## config.mk

```make
export PLATFORM = sky130hd
export DESIGN_NAME = spi_port
export DESIGN_NICKNAME = d
export VERILOG_FILES = /design/src/rtl/spi_port_pkg.sv /design/src/rtl/spi_port_sync.sv /design/src/rtl/spi_port_sckgen.sv /design/src/rtl/spi_port_shifter.sv /design/src/rtl/spi_port_regs.sv /design/src/rtl/spi_port.sv
export SDC_FILE = /design/constraint.sdc
export NUM_CORES = 1
export LEC_CHECK = 0
export ABC_AREA = 1
export BUFFER_PORTS_ARGS = -buffer_cell sky130_fd_sc_hd__buf_2
export CAP_MARGIN = 15
export CORE_ASPECT_RATIO = 0.6
export CORE_MARGIN = 4
export CORE_UTILIZATION = 60
export DETAILED_ROUTE_END_ITERATION = 10
export HOLD_SLACK_MARGIN = 0.08
export PLACE_DENSITY = 0.84
export SYNTH_ARGS = -nofsm -noshare
export SYNTH_HDL_FRONTEND = slang
export SYNTH_SLANG_ARGS = --single-unit
```

## constraint.sdc

```tcl
create_clock -name clk -period 3.3 [get_ports clk]
set_input_delay 0.165 -clock clk [delete_from_list [all_inputs] [get_ports clk]]
set_output_delay 0.165 -clock clk [all_outputs]
set_load 0.1 [all_outputs]
```

## src/rtl/spi_port_pkg.sv

```systemverilog
package spi_port_pkg;
  localparam int DW       = 8;
  localparam int RATE_W   = 2;
  localparam int HALF_MIN = 4;

  typedef struct packed {
    logic [RATE_W-1:0] rate;
    logic              cpha;
    logic              cpol;
    logic              master;
    logic              en;
  } ctrl_t;
endpackage

```

## src/rtl/spi_port_sync.sv

```systemverilog
module spi_port_sync #(
  parameter int             W       = 1,
  parameter int             STAGES  = 2,
  parameter logic [W-1:0]   RST_VAL = '0
) (
  input  logic         clk,
  input  logic         rst,
  input  logic [W-1:0] d,
  output logic [W-1:0] q
);
  localparam int CW = STAGES * W;
  logic [CW-1:0] chain;

  always_ff @(posedge clk) begin
    if (rst) chain <= {STAGES{RST_VAL}};
    else     chain <= {chain[CW-W-1:0], d};
  end

  assign q = chain[CW-1 -: W];
endmodule

```

## src/rtl/spi_port_sckgen.sv

```systemverilog
module spi_port_sckgen #(
  parameter int RATE_W   = 2,
  parameter int HALF_MIN = 4,
  parameter int DIV_W    = 5
) (
  input  logic              clk,
  input  logic              rst,
  input  logic              run,
  input  logic [RATE_W-1:0] rate,
  input  logic              cpol,
  output logic              sck_q,
  output logic              tick,
  output logic              lead
);
  logic [DIV_W-1:0] div_q;
  logic [DIV_W-1:0] half_m1;

  always_comb begin
    half_m1 = DIV_W'((HALF_MIN << rate) - 1);
    tick    = run && (div_q == half_m1);
    lead    = (sck_q == cpol);
  end

  always_ff @(posedge clk) begin
    if (rst) begin
      div_q <= '0;
      sck_q <= 1'b0;
    end else if (!run) begin
      div_q <= '0;
      sck_q <= cpol;
    end else if (tick) begin
      div_q <= '0;
      sck_q <= ~sck_q;
    end else begin
      div_q <= div_q + 1'b1;
    end
  end
endmodule

```

## src/rtl/spi_port_shifter.sv

```systemverilog
module spi_port_shifter #(
  parameter int DW    = 8,
  parameter int CNT_W = 4
) (
  input  logic          clk,
  input  logic          rst,
  input  logic          clr,
  input  logic          load,
  input  logic [DW-1:0] load_byte,
  input  logic          drive_idle,
  input  logic          edge_ev,
  input  logic          lead,
  input  logic          cpha,
  input  logic          din,
  output logic          out_bit,
  output logic          done_p,
  output logic [DW-1:0] rx_byte,
  output logic          cnt_zero
);
  localparam int LAST = 2 * DW - 1;

  logic [DW-1:0]    shr;
  logic [DW-1:0]    shr_nx;
  logic [CNT_W-1:0] cnt;
  logic             sample;
  logic             last;

  always_comb begin
    sample   = lead ^ cpha;
    shr_nx   = sample ? {shr[DW-2:0], din} : shr;
    last     = (cnt == CNT_W'(LAST));
    cnt_zero = (cnt == '0);
  end

  always_ff @(posedge clk) begin
    if (rst) begin
      shr     <= '0;
      cnt     <= '0;
      out_bit <= 1'b0;
      done_p  <= 1'b0;
      rx_byte <= '0;
    end else begin
      done_p <= 1'b0;
      if (load) begin
        shr     <= load_byte;
        cnt     <= '0;
        out_bit <= load_byte[DW-1];
      end else if (clr) begin
        cnt <= '0;
        if (drive_idle) out_bit <= shr[DW-1];
      end else if (edge_ev) begin
        shr <= shr_nx;
        cnt <= last ? '0 : cnt + 1'b1;
        if (!sample) out_bit <= shr[DW-1];
        if (last) begin
          done_p  <= 1'b1;
          rx_byte <= shr_nx;
        end
      end else if (drive_idle && cnt_zero) begin
        out_bit <= shr[DW-1];
      end
    end
  end
endmodule

```

## src/rtl/spi_port_regs.sv

```systemverilog
module spi_port_regs
  import spi_port_pkg::*;
#(
  parameter int DW = 8
) (
  input  logic          clk,
  input  logic          rst,
  input  logic          bus_sel,
  input  logic          bus_wr,
  input  logic [1:0]    bus_addr,
  input  logic [DW-1:0] bus_wdata,
  output logic [DW-1:0] bus_rdata,
  input  logic [DW-1:0] rx_byte,
  input  logic          xfer_done,
  input  logic          busy_any,
  input  logic          sel_low,
  output ctrl_t         ctl,
  output logic          m_busy,
  output logic          load,
  output logic          done_f,
  output logic          wcol_f,
  output logic          modf_f
);
  localparam int CW = $bits(ctrl_t);

  logic wr_ctl, wr_dat, rd_sts, acc_dat, rd_any, fault;
  logic arm_dw, arm_m;
  logic [DW-1:0] sts, rd_mux;

  always_comb begin
    wr_ctl  = bus_sel && bus_wr && (bus_addr == 2'd0);
    wr_dat  = bus_sel && bus_wr && (bus_addr == 2'd2);
    rd_sts  = bus_sel && !bus_wr && (bus_addr == 2'd1);
    acc_dat = bus_sel && (bus_addr == 2'd2);
    rd_any  = bus_sel && !bus_wr;
    load    = wr_dat && !busy_any;
    fault   = ctl.en && ctl.master && sel_low;
    sts         = '0;
    sts[DW-1]   = done_f;
    sts[DW-2]   = wcol_f;
    sts[DW-4]   = modf_f;
    case (bus_addr)
      2'd0:    rd_mux = {{(DW-CW){1'b0}}, ctl};
      2'd1:    rd_mux = sts;
      2'd2:    rd_mux = rx_byte;
      default: rd_mux = '0;
    endcase
  end

  always_ff @(posedge clk) begin
    if (rst) begin
      ctl       <= '0;
      m_busy    <= 1'b0;
      done_f    <= 1'b0;
      wcol_f    <= 1'b0;
      modf_f    <= 1'b0;
      arm_dw    <= 1'b0;
      arm_m     <= 1'b0;
      bus_rdata <= '0;
    end else begin
      if (rd_any) bus_rdata <= rd_mux;

      if (wr_ctl) ctl <= ctrl_t'(bus_wdata[CW-1:0]);
      if (fault) begin
        ctl.en     <= 1'b0;
        ctl.master <= 1'b0;
      end

      if (fault)                         modf_f <= 1'b1;
      else if (wr_ctl && arm_m)          modf_f <= 1'b0;
      if (rd_sts && modf_f)              arm_m  <= 1'b1;
      else if (wr_ctl)                   arm_m  <= 1'b0;

      if (fault || (wr_ctl && !(bus_wdata[0] && bus_wdata[1])))
        m_busy <= 1'b0;
      else if (load && ctl.en && ctl.master)
        m_busy <= 1'b1;
      else if (xfer_done)
        m_busy <= 1'b0;

      if (xfer_done)                     done_f <= 1'b1;
      else if (acc_dat && arm_dw)        done_f <= 1'b0;
      if (wr_dat && busy_any)            wcol_f <= 1'b1;
      else if (acc_dat && arm_dw)        wcol_f <= 1'b0;
      if (rd_sts && (done_f || wcol_f))  arm_dw <= 1'b1;
      else if (acc_dat)                  arm_dw <= 1'b0;
    end
  end
endmodule

```

## src/rtl/spi_port.sv

```systemverilog
module spi_port
  import spi_port_pkg::*;
#(
  parameter int DW          = spi_port_pkg::DW,
  parameter int RATE_W      = spi_port_pkg::RATE_W,
  parameter int HALF_MIN    = spi_port_pkg::HALF_MIN,
  parameter int SYNC_STAGES = 2
) (
  input  logic          clk,
  input  logic          rst,
  input  logic          bus_sel,
  input  logic          bus_wr,
  input  logic [1:0]    bus_addr,
  input  logic [DW-1:0] bus_wdata,
  output logic [DW-1:0] bus_rdata,
  input  logic          ss_n,
  input  logic          sck_i,
  output logic          sck_o,
  output logic          sck_oe,
  input  logic          mosi_i,
  output logic          mosi_o,
  output logic          mosi_oe,
  input  logic          miso_i,
  output logic          miso_o,
  output logic          miso_oe
);
  localparam int HALF_MAX = HALF_MIN << ((1 << RATE_W) - 1);
  localparam int DIV_W    = $clog2(HALF_MAX);
  localparam int CNT_W    = $clog2(2 * DW);

  ctrl_t         ctl;
  logic          m_busy, load, done_f, wcol_f, modf_f;
  logic          xfer_done, cnt_zero, busy_any;
  logic [DW-1:0] rx_byte;
  logic          ss_s, sck_s, mosi_s, sck_d;
  logic          slave_sel, s_edge, s_lead;
  logic          m_tick, m_lead, sck_q;
  logic          edge_ev, lead, din, shf_clr, out_bit;

  spi_port_sync #(.W(3), .STAGES(SYNC_STAGES), .RST_VAL(3'b100)) u_sync (
    .clk(clk), .rst(rst),
    .d({ss_n, sck_i, mosi_i}),
    .q({ss_s, sck_s, mosi_s})
  );

  always_ff @(posedge clk) begin
    if (rst) sck_d <= 1'b0;
    else     sck_d <= sck_s;
  end

  always_comb begin
    slave_sel = ctl.en && !ctl.master && !ss_s;
    s_edge    = slave_sel && (sck_s != sck_d);
    s_lead    = (sck_s != ctl.cpol);
    edge_ev   = ctl.master ? m_tick : s_edge;
    lead      = ctl.master ? m_lead : s_lead;
    din       = ctl.master ? miso_i : mosi_s;
    busy_any  = m_busy || (slave_sel && !cnt_zero);
    shf_clr   = !ctl.en || (!ctl.master && ss_s);
  end

  spi_port_regs #(.DW(DW)) u_regs (
    .clk(clk), .rst(rst),
    .bus_sel(bus_sel), .bus_wr(bus_wr), .bus_addr(bus_addr),
    .bus_wdata(bus_wdata), .bus_rdata(bus_rdata),
    .rx_byte(rx_byte), .xfer_done(xfer_done), .busy_any(busy_any),
    .sel_low(!ss_s), .ctl(ctl), .m_busy(m_busy), .load(load),
    .done_f(done_f), .wcol_f(wcol_f), .modf_f(modf_f)
  );

  spi_port_sckgen #(.RATE_W(RATE_W), .HALF_MIN(HALF_MIN), .DIV_W(DIV_W)) u_sck (
    .clk(clk), .rst(rst), .run(m_busy), .rate(ctl.rate), .cpol(ctl.cpol),
    .sck_q(sck_q), .tick(m_tick), .lead(m_lead)
  );

  spi_port_shifter #(.DW(DW), .CNT_W(CNT_W)) u_shf (
    .clk(clk), .rst(rst), .clr(shf_clr), .load(load), .load_byte(bus_wdata),
    .drive_idle(!ctl.master), .edge_ev(edge_ev), .lead(lead), .cpha(ctl.cpha),
    .din(din), .out_bit(out_bit), .done_p(xfer_done), .rx_byte(rx_byte),
    .cnt_zero(cnt_zero)
  );

  always_ff @(posedge clk) begin
    if (rst) begin
      sck_oe  <= 1'b0;
      mosi_oe <= 1'b0;
      miso_oe <= 1'b0;
    end else begin
      sck_oe  <= ctl.en && ctl.master;
      mosi_oe <= ctl.en && ctl.master;
      miso_oe <= slave_sel;
    end
  end

  assign sck_o  = sck_q;
  assign mosi_o = out_bit;
  assign miso_o = out_bit;
endmodule

```

---- Word-level counts from Yosys, hierarchy flattened ----
Index checks and enable logic that the tools add are counted.
cells by class
  $add $sub $neg .......................... 3
  eq/ne operators ......................... 11
  shifts and indexed selects .............. 1
  mux-type cells .......................... 29
  bitwise operators ....................... 6
  reductions and logical operators ........ 54
operator list
  kind                                                                number
  8-bit two-way mux                                                   4
  1-bit logical AND                                                   25
  8-bit one-hot mux with 3 select lines                               1
  1-bit two-way mux                                                   23
  2-bit nonzero test                                                  7
  1-bit zero test                                                     7
  3-bit OR reduction                                                  2
  5-bit by 1-bit adder with 5-bit output, second input constant       1
  5-bit equality test                                                 1
  1-bit NOT                                                           5
  3-bit by 2-bit left shift with 5-bit output, first input constant   1
  5-bit by 2-bit subtractor with 5-bit output, second input constant  1
  4-bit by 1-bit adder with 4-bit output, second input constant       1
  4-bit equality test, second input constant                          1
  4-bit zero test                                                     1
  1-bit logical OR                                                    4
  4-bit two-way mux                                                   1
  4-bit inequality test, second input constant                        1
  4-bit AND reduction                                                 1
  4-bit nonzero test                                                  1
  2-bit OR reduction                                                  2
  4-bit OR reduction                                                  1
  3-bit inequality test, second input constant                        1
  3-bit AND reduction                                                 1
  other kinds (9)                                                     10
storage, ports and cells
  register bits ........................... 57
  input port bits ......................... 18
  output and inout bits ................... 14
  word-level logic and storage cells ...... 127

---- Depth between registers and ports, before layout ----
Gate-level depths: netlist of the first run.
  word-level depth ........................ 10
  mapped depth ............................ 13
  gate-level depth less buffers ........... 12

---- By module ----
From an unflattened synthesis of the first run, not the netlist that was laid out.
unflattened totals
  cells, all modules ...................... 410
  area total of the unflattened synthesis .. 2847.7 um^2
by module, submodules not included
  module            instances  cells an instance  area an instance (um^2)
  spi_port_shifter  1          166                1189.9
  spi_port_regs     1          140                928.4
  spi_port_sckgen   1          46                 320.3
  spi_port          1          36                 217.7
  spi_port_sync     1          22                 191.4

---- Worst setup path before layout of the first run ----
OpenSTA, ideal clock, no wires.
  path type ............................... flip-flop to flip-flop
  start point ............................. register u_sck.sck_q
  end point ............................... register u_shf.shr[7]
  setup time .............................. 0.116 ns
  arrival time ............................ 1.990 ns
  data required time ...................... 3.184 ns
  path slack .............................. 1.194 ns
  cell stages (with the launch flop) ...... 12
  period minus slack after synthesis ...... 2.106 ns
  cells stage by stage .................... dfxtp_1 nand2_1 o21ai_2 inv_1 nand2_2 nand2_2 buf_4 o21a_1 nand2_1 nand2_1 o21ai_1 nor2_1
between the ends
  longest elaborated chain between the ends .. 7
RTL lines
  item                      RTL line                RTL
  start: declaration        spi_port_sckgen.sv:11   output logic sck_q,
  start signal: assignment  spi_port_sckgen.sv:30   sck_q <= cpol;
  start signal: assignment  spi_port_sckgen.sv:33   sck_q <= ~sck_q;
  1-bit equality test       spi_port_sckgen.sv:21   lead = (sck_q == cpol);
  1-bit two-way mux         spi_port.sv:56          lead = ctl.master ? m_lead : s_lead;
  1-bit bitwise XOR         spi_port_shifter.sv:29  sample = lead ^ cpha;
  8-bit two-way mux         spi_port_shifter.sv:30  shr_nx = sample ? {shr[DW-2:0], din} : shr;
  8-bit two-way mux         spi_port_shifter.sv:51  end else if (edge_ev) begin
  8-bit two-way mux         spi_port_shifter.sv:48  end else if (clr) begin
  8-bit two-way mux         spi_port_shifter.sv:44  if (load) begin
  end signal: assignment    spi_port_shifter.sv:45  shr <= load_byte;
  end signal: assignment    spi_port_shifter.sv:52  shr <= shr_nx;
  end: declaration          spi_port_shifter.sv:22  logic [DW-1:0] shr;
No other way between the ends. The select of a mux whose other input is x is not followed.
A chain may end at the register's enable or synchronous reset.

---- Worst setup path in the final report of the first run ----
  start point ............................. register u_shf.cnt[0]
  end point ............................... register u_shf.shr[0]
between the ends
  longest elaborated chain between the ends .. 8
  elaborated cells on any way between the ends .. 10
  those cells by class .................... eq/ne (1); mux (1); reduce/logical (8)
RTL lines
  item                                                                                                     RTL line                RTL
  start: declaration                                                                                       spi_port_shifter.sv:24  logic [CNT_W-1:0] cnt;
  start signal: assignment                                                                                 spi_port_shifter.sv:53  cnt <= last ? '0 : cnt + 1'b1;
  4-bit zero test *                                                                                        spi_port_shifter.sv:32  cnt_zero = (cnt == '0);
  1-bit zero test *                                                                                        spi_port.sv:58          busy_any = m_busy || (slave_sel && !cnt_zero);
  1-bit logical AND *                                                                                      spi_port.sv:58
  1-bit logical OR *                                                                                       spi_port.sv:58
  1-bit zero test *                                                                                        spi_port_regs.sv:36     load = wr_dat && !busy_any;
  1-bit logical AND *                                                                                      spi_port_regs.sv:36
  2-bit by 1-bit inequality test with 1-bit output (no source line) or 2-bit nonzero test (tied branches)  -
  2-bit AND reduction (no source line)                                                                     -
Every way passes the cells marked *; elsewhere a longest branch is shown, timed or not.

==> flow_summary_export.csv, run 1 <==
group,metric,value,unit
cells_and_area,fin_nets,431,
setup_path,cpLargestDelayFamily,"simple AND/OR/NAND/NOR gates",
power_and_ir_drop,p_int,1250,uW
cells_and_area,final-seq-area,1140,um^2
clocking,htree_levels,3,
setup_path,slowest_delay,0.43,ns
timing,period_needed,2.12,ns
setup_path,r2r_cells,9,
clocking,cts_tree,"yes",
synthesis,syn_avg_cell_area,7.14,um^2
synthesis,synth_area,2690,um^2
cells_and_area,layout_common_cells,"nand2_1 (96), dfxtp_1 (57), nor2_1 (43)",
timing,slew_violations,0,
floorplan,start_util,0.638,
cells_and_area,fillers,339,
power_and_ir_drop,seq_power_share,0.431,
placement,dpl.hpwl,4700,um
clocking,clockBufferDepth,2,
timing,setup_viol,0,
floorplan,chipWidth,94.4,um
setup_path,arrival,2.35,ns
cells_and_area,layout_commonest_cell,"nand2_1",
grt,grt-ovfl-total,0,
clocking,ctsRootBufferMaster,"clkbuf_8",
timing,max_freq,0.473,GHz
setup_path,cp-startpoint,"u_shf.cnt[0]$_SDFFE_PP0P_",
grt,first_global_vias,2313,
timing,hold_viol,0,
drt,routed_via_density,5.35,
grt,antenna_found_initial,0,
cells_and_area,multi_input_area,1320,um^2
clocking,clk_pin_slew,0.07,ns
timing,relSlewSlack,0.552,
timing,hold_slack,0.108,ns
setup_path,cp-end-kind,"flop",
cells_and_area,drive_gt1_frac,0.183,
power_and_ir_drop,leakage,0.00136,uW
floorplan,core,4210,um^2
power_and_ir_drop,switchingPower,391,uW
placement,port-buffer-count,31,
setup_path,crit_type,"reg2reg",
setup_path,r2r_slack,1.18,ns
timing,finalCritPeriodShare,0.641,
floorplan,ioPinCount,32,
setup_path,worstPathCellList,"inv_1 > ha_1 > nand3_1 > nand2_1 > nand3_2 > nand3_1 > nand2_2 > o21ai_1 > nor2_1",
grt,grt_max_degree,34,
drt,routed_wl,6550,um
worst_hold_path,hold_path.class,"in2reg",
setup_path,crit_buf_inv,1,
synthesis,ys_warn_count,0,
floorplan,dieHeight,59.8,um
clocking,numClockSinks,57,
setup_path,cp_num_cells,9,
setup_path,cp.required,3.54,ns
setup_path,critPathMaxFanout,14,
synthesis,netlist_instances,376,
timing,tightest_slew,0.672,ns
drt,drcViolationCount,0,
drt,wl_per_cell,13.8,um
grt,grt_first_pass_wirelength,11000,um
cells_and_area,antenna_cells,0,
synthesis,syn-num-nets,397,
timing,rsz0062_at_grt,"false",
synthesis,ys_seq_area_frac,0.425,
setup_path,r2r-start,"u_shf.cnt[0]$_SDFFE_PP0P_",
outcome,status,"finished clean",
clocking,post_cts_resized,0,
drt,via_count,2540,
floorplan,die_area,5650,um^2
timing,worst_clock_skew,0.00651,ns
power_and_ir_drop,swShare,0.238,
power_and_ir_drop,ir_drop,407,uV
setup_path,cp-endpoint,"u_shf.shr[0]$_SDFFE_PP0P_",
setup_path,start_kind,"flop",
power_and_ir_drop,power_density,524,nW/um^2
power_and_ir_drop,finalPower,1640,uW
clocking,clk_latency,0.34,ns
setup_path,cp_slowest_cell,"nand3_1",
timing,setup_ws,1.18,ns
drt,first_iter_violations,206,
setup_path,cp_common_cell,"nand3_1",
clocking,cts_made_buffers,9,
placement,globalplace.congestion,0.904,
floorplan,rows,18,
drt,antenna_left,0,
cells_and_area,final_cells,475,
power_and_ir_drop,p_clk_frac,0.485,
grt,grt_usage,0.256,
synthesis,synth_cell_types,34,
placement,dp.cells,455,
cells_and_area,area_delta_synth_final,16.7,%
synthesis,ys_ff_latch,57,
setup_path,rr_endpoint,"u_shf.shr[0]$_SDFFE_PP0P_",
drt,firstDrtPassIters,5,
timing,setup_tns,0,ns
run,maxCapViolations,0,
placement,dp_slack,1.27,ns
power_and_ir_drop,p_comb_frac,0.083,
cell families after synthesis:
logic type | count (synthesis) | synth area share
AO/OA/AOI/OAI | 65 | 0.139
XOR/XNOR | 7 | 0.0228
adder cells (fa/ha/maj) | 3 | 0.0140
buffers and inverters | 53 | 0.0834
flip-flops | 57 | 0.425
AND/OR/NAND/NOR | 191 | 0.316
how the worst min path moves through the flow:
stage / cells past startpoint / endpoint / startpoint
floorplan: 1 / u_sync.chain[2]$_SDFF_PP1_ / ss_n
global placement: 2 / u_sync.chain[2]$_SDFF_PP1_ / ss_n
detailed placement: 2 / u_sync.chain[2]$_SDFF_PP1_ / ss_n
CTS: 3 / u_regs.ctl[3]$_SDFFE_PP0P_ / bus_wdata[3]
global route: 3 / u_regs.ctl[0]$_SDFFE_PP0P_ / bus_wdata[0]
finish: 3 / u_regs.ctl[3]$_SDFFE_PP0P_ / bus_wdata[3]
routing by layer:
metal,up-vias,track usage,share of wire
met5,-,0,0
met4,0,0.0905,0.0099
met3,11,0.0918,0.086
met2,106,0.391,0.44
met1,1142,0.337,0.47
li1,1281,-,-
power groups by stage:
stage          registers, uW  clock network (uW)  logic (uW)
3_5_place_dp             723                   0         130
2_1_floorplan            756                   0        68.3
4_1_cts                  708                 805         135
5_1_grt                  709                 838         149
3_3_place_gp             723                   0         128
6_report                 708                 797         137
registers in the layout, indices dropped and copies added (netlist names), 4 cells and up:
register / flops
u_regs.bus_rdata: 8
u_sck.div_q: 5
u_shf.shr: 8
u_sync.chain: 6
u_shf.cnt: 4
u_shf.rx_byte: 8
u_regs.ctl: 6
layout make-up:
| cell class | count | area share |
|---|---|---|
| repair buffers | 35 | 0.0623 |
| well taps | 60 | 0.0240 |
| clock inverters | 6 | 0.0335 |
| flip-flops and latches | 57 | 0.364 |
| multi-input cells | 266 | 0.422 |
| clock buffers | 10 | 0.0439 |
| inverters | 41 | 0.0507 |
synth_stat cells, drive strengths merged:
master	n	area, um^2
nand4	3	33.8
a41oi	1	8.76
o21ai	23	119
ha	3	37.5
nand3	29	168
a31oi	3	18.8
nor3b	1	7.51
buf	6	42.5
dfxtp	57	1140
nor3	4	20.0
o22ai	3	18.8
inv	38	143
clkinv	3	16.3
nand2	106	428
o211ai	3	22.5
or2	3	18.8
a21oi	31	178
xor2	5	43.8
nor2	45	174
clkbuf	6	22.5
xnor2	2	17.5
o21a	1	7.51
stage by stage:
step / area (um^2) / utilization
final: 3130 / 0.744
after global routing: 3130 / 0.744
after CTS: 3130 / 0.744
after detailed placement: 2850 / 0.677
after global placement: 2850 / 0.677
after floorplan: 2690 / -
worst reg2reg max path, cell delays in order (launching register included):
cell     delay [ns]
dfxtp_1        0.33
inv_1          0.09
ha_1           0.15
nand3_1        0.14
nand2_1        0.14
nand3_2        0.28
nand3_1        0.43
nand2_2        0.20
o21ai_1        0.20
nor2_1         0.05
timing repair:
action                                 CTS  global route
endpoints found under the hold margin    4             0
setup buffers                            0             0
hold buffers                             4             0
Power figures use the tool's default switching activity.
==> inputs of run 2 (changes only) <==
--- a/config.mk
+++ b/config.mk
@@ -5,15 +5,15 @@
 export SDC_FILE = /design/constraint.sdc
 export NUM_CORES = 1
 export LEC_CHECK = 0
-export ABC_AREA = 1
+export ABC_AREA = 0
 export BUFFER_PORTS_ARGS = -buffer_cell sky130_fd_sc_hd__buf_2
 export CAP_MARGIN = 15
 export CORE_ASPECT_RATIO = 0.6
 export CORE_MARGIN = 4
-export CORE_UTILIZATION = 60
+export CORE_UTILIZATION = 52
 export DETAILED_ROUTE_END_ITERATION = 10
 export HOLD_SLACK_MARGIN = 0.08
-export PLACE_DENSITY = 0.84
+export PLACE_DENSITY = 0.77
 export SYNTH_ARGS = -nofsm -noshare
 export SYNTH_HDL_FRONTEND = slang
 export SYNTH_SLANG_ARGS = --single-unit
==> constraint.sdc (replaced) <==
create_clock -name clk -period 1.77 [get_ports clk]
set_input_delay 0.0885 -clock clk [delete_from_list [all_inputs] [get_ports clk]]
set_output_delay 0.0885 -clock clk [all_outputs]
set_load 0.1 [all_outputs]
==> run 2 against run 1 <==
The run now ends with setup timing left. Maximum frequency rose by 13%. Critical path type unchanged. Die area rose by 22%. Critical endpoint is now u_shf.shr[5]$_SDFFE_PP0P_. Clock skew rose by 0.0036 ns. Clock-buffer cell count rose by 2. Total power rose by 73%.
==> flow_summary_export.csv, run 2 <==
group,metric,value,unit
synthesis,syn-num-nets,355,
clocking,clk_latency,0.34,ns
synthesis,synth_cell_types,51,
cells_and_area,layout_commonest_cell,"dfxtp_1",
timing,relSlewSlack,0.674,
drt,wl_per_cell,17.7,um
synthesis,ys_warn_count,0,
setup_path,slowest_delay,0.32,ns
grt,grt_first_pass_wirelength,13000,um
synthesis,ys.flop_type,"dfxtp_1",
timing,period_needed,1.87,ns
synthesis,synth_top_area_share,0.394,
clocking,htree_levels,3,
synthesis,synth_common_cells,"dfxtp_1 (57), nor2_1 (30), nand2_1 (27)",
timing,slew_violations,0,
placement,globalplace.congestion,0.858,
floorplan,die_area,6870,um^2
timing,hold_slack,0.118,ns
setup_path,start_kind,"flop",
clocking,cts_made_buffers,9,
setup_path,cp_num_cells,8,
synthesis,synth_edf_count,0,
timing,setup_viol,16,
setup_path,worstPathCellList,"inv_2 > ha_4 > nor3b_4 > o311ai_4 > buf_4 > buf_8 > and2b_2 > a311o_1",
synthesis,ys_ff_latch,57,
clocking,ctsRootBufferMaster,"clkbuf_8",
setup_path,cp_slowest_cell,"dfxtp_2",
floorplan,chipWidth,104,um
worst_hold_path,hold_path.class,"in2reg",
synthesis,synth_top_area_cell,"dfxtp_1",
synthesis,synth_area,2900,um^2
placement,post_dp_cell_area,3280,um^2
timing,hold_viol,0,
synthesis,async_reset_ff_frac,0,
timing,max_freq,0.534,GHz
power_and_ir_drop,power_density,753,nW/um^2
setup_path,cp.required,1.99,ns
floorplan,ioPinCount,32,
drt,via_count,2850,
placement,dpl.hpwl,5560,um
cells_and_area,fin_nets,420,
grt,antenna_found_initial,0,
cells_and_area,fin_area,3770,um^2
synthesis,syn_avg_cell_area,8.67,um^2
timing,setup_ws,-0.102,ns
setup_path,critPathMaxFanout,7,
timing,finalCritPeriodShare,1.06,
setup_path,r2r_slack,-0.10,ns
cells_and_area,antenna_cells,0,
clocking,clockBufferDepth,2,
floorplan,start_util,0.554,
grt,grt_max_degree,29,
setup_path,r2r_cells,8,
cells_and_area,reg_top3,"u_regs.bus_rdata (8), u_shf.rx_byte (8), u_shf.shr (8)",
floorplan,rows,20,
setup_path,arrival,2.09,ns
grt,first_global_vias,2563,
timing,setup_tns,-1.26,ns
clocking,numClockSinks,57,
drt,firstDrtPassIters,5,
synthesis,yosysMostFrequentCell,"dfxtp_1",
power_and_ir_drop,leakage,0.00152,uW
run,maxCapViolations,0,
outcome,violations,"setup timing",
timing,rsz0062_at_grt,"true",
clocking,cts_tree,"yes",
drt,routed_via_density,6.06,
synthesis,netlist_instances,334,
setup_path,cp-end-kind,"flop",
floorplan,dieHeight,65.8,um
outcome,status,"finished, violations left",
grt,grt-ovfl-total,0,
power_and_ir_drop,ir_drop,507,uV
setup_path,cpLargestDelayFamily,"simple AND/OR/NAND/NOR gates",
floorplan,core,5230,um^2
worst_hold_path,hold_depth,4,
cells_and_area,layout_common_cells,"dfxtp_1 (47), buf_2 (31), nor2_1 (28)",
setup_path,crit_buf_inv,3,
drt,routed_wl,8320,um
synthesis,synthTopCellsByArea,"dfxtp_1 (39%), a21oi_1 (4.3%), nor2_1 (3.9%)",
placement,port-buffer-count,31,
timing,worst_clock_skew,0.0101,ns
drt,antenna_left,0,
clocking,clk_pin_slew,0.07,ns
timing,tightest_slew,0.490,ns
grt,grt_usage,0.243,
cells_and_area,drive_gt1_frac,0.317,
synthesis,ys_seq_area_frac,0.394,
drt,first_iter_violations,326,
setup_path,crit_type,"reg2reg",
drt,drcViolationCount,0,
cells_and_area,area_delta_synth_final,30.1,%
run 2: worst register-to-register path, cell delays in order, from the launching register on:
cell and delay, ns:
dfxtp_2 0.32, inv_2 0.07, ha_4 0.13, nor3b_4 0.24, o311ai_4 0.12, buf_4 0.16, buf_8 0.13, and2b_2 0.25
a311o_1 0.32
run 2: cell type report:
class | count | area, um^2
Fill cell | 401 | 1460
Tap cell | 66 | 82.6
Multi-Input combinational cell | 249 | 1740
Sequential cell | 57 | 1160
Inverter | 9 | 33.8
Clock buffer | 12 | 155
Timing Repair Buffer | 73 | 554
Clock inverter | 4 | 51.3
run 2: worst paths after layout:
kind | to | startpoint
max | u_shf.shr[5]$_SDFFE_PP0P_ | u_shf.cnt[0]$_SDFFE_PP0P_
min | u_regs.bus_rdata[4]$_SDFFE_PP0P_ | bus_wr
max reg2reg | u_shf.shr[5]$_SDFFE_PP0P_ | u_shf.cnt[0]$_SDFFE_PP0P_
min reg2reg | u_sync.chain[5]$_SDFF_PP1_ | u_sync.chain[2]$_SDFF_PP1_
run 2: cell families (layout without fill, tap and decap cells):
kind of cell	count (synthesis)	in the layout	synth area share
buffers and inverters	28	98	0.0410
adders and majority gates	3	3	0.0130
AOI/OAI and AO/OA	80	80	0.191
and+or+nand+nor	142	142	0.264
DFF	57	57	0.394
xor gates and xnor gates	8	8	0.0268
muxes	16	16	0.0695
run 2: power by group:
part | leakage (uW) | switching (uW) | internal [uW]
sequential | 0.000467 | 15.8 | 1300
clock | 0.000103 | 527 | 727
combinational | 0.000952 | 164 | 101
total | 0.00152 | 708 | 2130
run 2: repair_timing:
item                                    CTS  global route
pin swaps                                 1             6
hold endpoints to repair                  9             0
hold buffers                              9             0
endpoints found under the setup margin   18            22
gates cloned                              0             2
resized for setup                         7            29
setup buffers                             1             3
run 2: through the flow:
stage	power (uW)	utilization	std cells	worst slack (ns)
floorplan	1490	-	334	-0.0836
global placement	1570	0.627	439	-0.0822
detailed placement	1570	0.627	439	-0.0761
CTS	2830	0.689	465	-0.0290
global route	2920	0.721	470	-0.143
finish	2840	0.721	470	-0.102
run 2: routing by layer:
layer  share of wire  GRT usage  vias up
li1                -          -     1324
met4           0.021     0.0945        0
met2            0.41      0.342      174
met1            0.47      0.343     1327
met5               0          0        -
met3           0.099     0.0780       25
==> inputs of run 3 (changes only) <==
--- a/config.mk
+++ b/config.mk
@@ -10,10 +10,12 @@
 export CAP_MARGIN = 15
 export CORE_ASPECT_RATIO = 0.6
 export CORE_MARGIN = 4
-export CORE_UTILIZATION = 52
+export CORE_UTILIZATION = 55
+export CTS_BUF_LIST = sky130_fd_sc_hd__clkbuf_2
+export CTS_CLUSTER_SIZE = 16
 export DETAILED_ROUTE_END_ITERATION = 10
 export HOLD_SLACK_MARGIN = 0.08
-export PLACE_DENSITY = 0.77
+export PLACE_DENSITY = 0.81
 export SYNTH_ARGS = -nofsm -noshare
 export SYNTH_HDL_FRONTEND = slang
 export SYNTH_SLANG_ARGS = --single-unit
==> run 3 against run 2 <==
The flow still finishes with violations (setup timing). Cell count increased by 6.0%. Routed wire length increased by 4.7%. Clock-buffer cell count decreased by 2. Critical path depth unchanged. Setup slack got worse by 0.072 ns. Hold slack improved by 0.014 ns. Non-clock buffer count increased by 27. Sequential cell count unchanged. Largest power group unchanged. Die area decreased by 4.9%. Sequential share of layout area decreased by 1.4 points. Total power decreased by 14%. Global-route usage increased by 3.2 points.
==> flow_summary_export.csv, run 3 (same netlist as run 2, synthesis figures left out) <==
group,metric,value,unit
outcome,status,"finished, violations left",
outcome,violations,"setup timing",
timing,max_freq,0.515,GHz
setup_path,worstPathCellList,"inv_2 > ha_4 > nor3b_4 > o311ai_2 > nor3b_4 > buf_6 > o21ai_4 > mux2_4",
power_and_ir_drop,swShare,0.282,
timing,slew_violations,0,
setup_path,cp-end-kind,"flop",
timing,setup_viol,17,
worst_hold_path,hold_path.class,"in2reg",
setup_path,cpLargestDelayFamily,"simple AND/OR/NAND/NOR gates",
clocking,clockBufferDepth,2,
clocking,cts_tree,"yes",
cells_and_area,fillers,349,
cells_and_area,area_delta_synth_final,36.9,%
clocking,htree_levels,3,
floorplan,start_util,0.570,
power_and_ir_drop,p_int,1750,uW
timing,period_needed,1.94,ns
clocking,ctsRootBufferMaster,"clkbuf_2",
placement,dpl.hpwl,5540,um
setup_path,crit_buf_inv,2,
floorplan,dieHeight,64.2,um
clocking,cts_made_buffers,9,
timing,relSlewSlack,0.677,
drt,drcViolationCount,0,
power_and_ir_drop,seq_power_share,0.539,
cells_and_area,layout_commonest_cell,"dfxtp_1",
setup_path,cp_common_cell,"nor3b_4",
timing,setup_ws,-0.174,ns
timing,hold_slack,0.131,ns
setup_path,critPathMaxFanout,4,
timing,hold_viol,0,
clocking,numClockSinks,57,
drt,firstDrtPassIters,6,
cells_and_area,layout_common_cells,"dfxtp_1 (48), buf_4 (35), buf_2 (31)",
power_and_ir_drop,switchingPower,689,uW
run,maxCapViolations,0,
power_and_ir_drop,power_density,615,nW/um^2
placement,globalplace.congestion,0.913,
cells_and_area,reg_top3,"u_regs.bus_rdata (8), u_shf.rx_byte (8), u_shf.shr (8)",
drt,via_count,2928,
setup_path,slowest_delay,0.37,ns
grt,grt_first_pass_wirelength,13500,um
power_and_ir_drop,p_comb_frac,0.123,
cells_and_area,fin_nets,448,
drt,routed_via_density,5.88,
floorplan,rows,20,
cells_and_area,final_cells,498,
drt,routed_wl,8710,um
power_and_ir_drop,p_clk_frac,0.339,
placement,dp.cells,447,
cells_and_area,drive_gt1_frac,0.319,
power_and_ir_drop,finalPower,2440,uW
drt,antenna_left,0,
floorplan,ioPinCount,32,
power_and_ir_drop,ir_drop,389,uV
setup_path,crit_type,"reg2reg",
power_and_ir_drop,leakage,0.00160,uW
placement,port-buffer-count,31,
timing,worst_clock_skew,0.0168,ns
floorplan,core,5080,um^2
setup_path,cp.required,2.20,ns
setup_path,arrival,2.37,ns
timing,finalCritPeriodShare,1.10,
grt,grt-ovfl-total,0,
drt,first_iter_violations,366,
grt,antenna_found_initial,0,
floorplan,chipWidth,102,um
clocking,clk_pin_slew,0.17,ns
setup_path,cp_slowest_cell,"dfxtp_2",
floorplan,die_area,6530,um^2
clocking,clk_latency,0.51,ns
timing,tightest_slew,0.488,ns
setup_path,start_kind,"flop",
grt,first_global_vias,2625,
grt,grt_usage,0.274,
timing,rsz0062_at_grt,"true",
cells_and_area,antenna_cells,0,
grt,grt_max_degree,37,
cells_and_area,final_util,0.781,
placement,dp_slack,-0.142,ns
drt,wl_per_cell,17.5,um
## run 3: cell count changes in the layout (fill, tap and decap cells not counted), moves of 2 or more
| cell | previous run | this run |
|---|---|---|
| a221oi_1 | 4 | 2 |
| a221oi_2 | 0 | 2 |
| buf_12 | 2 | 4 |
| buf_4 | 26 | 35 |
| clkbuf_2 | 0 | 10 |
| clkbuf_8 | 11 | 0 |
| dfxtp_2 | 9 | 6 |
| dfxtp_4 | 1 | 3 |
| dlygate4sd3_1 | 9 | 24 |
| nor2_1 | 28 | 30 |
| o21ai_0 | 13 | 15 |
## run 3: path summary, 6_finish.rpt
check	from	depth (start not counted)	endpoint	slack, ns
worst max register to register	u_shf.cnt[0]$_SDFFE_PP0P_	8	u_shf.rx_byte[4]$_SDFFE_PP0P_	-0.17
worst min-delay path	miso_i	5	u_shf.shr[0]$_SDFFE_PP0P_	0.13
worst min register to register	u_sync.chain[1]$_SDFF_PP0_	1	u_sync.chain[4]$_SDFF_PP0_	0.46
worst max-delay path	u_shf.cnt[0]$_SDFFE_PP0P_	8	u_shf.rx_byte[4]$_SDFFE_PP0P_	-0.17
## run 3: worst min-delay path, stage by stage
cell	delay, ns
buf_2	0.10
mux2i_1	0.12
o21ai_1	0.11
o211ai_1	0.08
a311oi_1	0.10
## run 3: through the flow
step           cell area [um^2]  TNS [ns]
6_report                   3970     -2.24
4_1_cts                    3870    -0.811
3_3_place_gp               3350    -0.146
3_5_place_dp               3350    -0.988
5_1_grt                    3970     -3.08
2_1_floorplan              2910    -0.618
## run 3: per-layer routing
| layer | vias to the layer above | GRT usage | routed length [um] | share of wire |
|---|---|---|---|---|
| li1 | 1387 | - | - | - |
| met1 | 1350 | 0.389 | 3950 | 0.45 |
| met2 | 172 | 0.394 | 3740 | 0.43 |
| met3 | 19 | 0.0840 | 848 | 0.097 |
| met4 | 0 | 0.0862 | 167 | 0.019 |
| met5 | - | 0 | 0 | 0 |
## run 3: power groups by stage
stage | Combinational [uW] | Sequential (uW) | Clock (uW)
3_5_place_dp | 238 | 1340 | 0
6_report | 299 | 1310 | 826
5_1_grt | 320 | 1320 | 905
2_1_floorplan | 117 | 1370 | 0
3_3_place_gp | 233 | 1340 | 0
4_1_cts | 285 | 1320 | 844
## run 3: cell type report
class / count / area (um^2) / share of cell area
multi-input combinational: 250 / 1740 / 0.439
inverter: 9 / 33.8 / 0.00852
clock inverter: 6 / 58.8 / 0.0148
sequential: 57 / 1160 / 0.292
timing repair buffer: 100 / 840 / 0.212
tap: 66 / 82.6 / 0.0208
clock buffer: 10 / 50.0 / 0.0126
## run 3: repair_timing
action                                  CTS  global route
endpoints found under the hold margin    29             0
endpoints found under the setup margin   16            22
hold buffers                             24             0
resized for setup                        21            14
setup buffers                             6             2
cloned                                    2             1
pin swaps                                 6             8
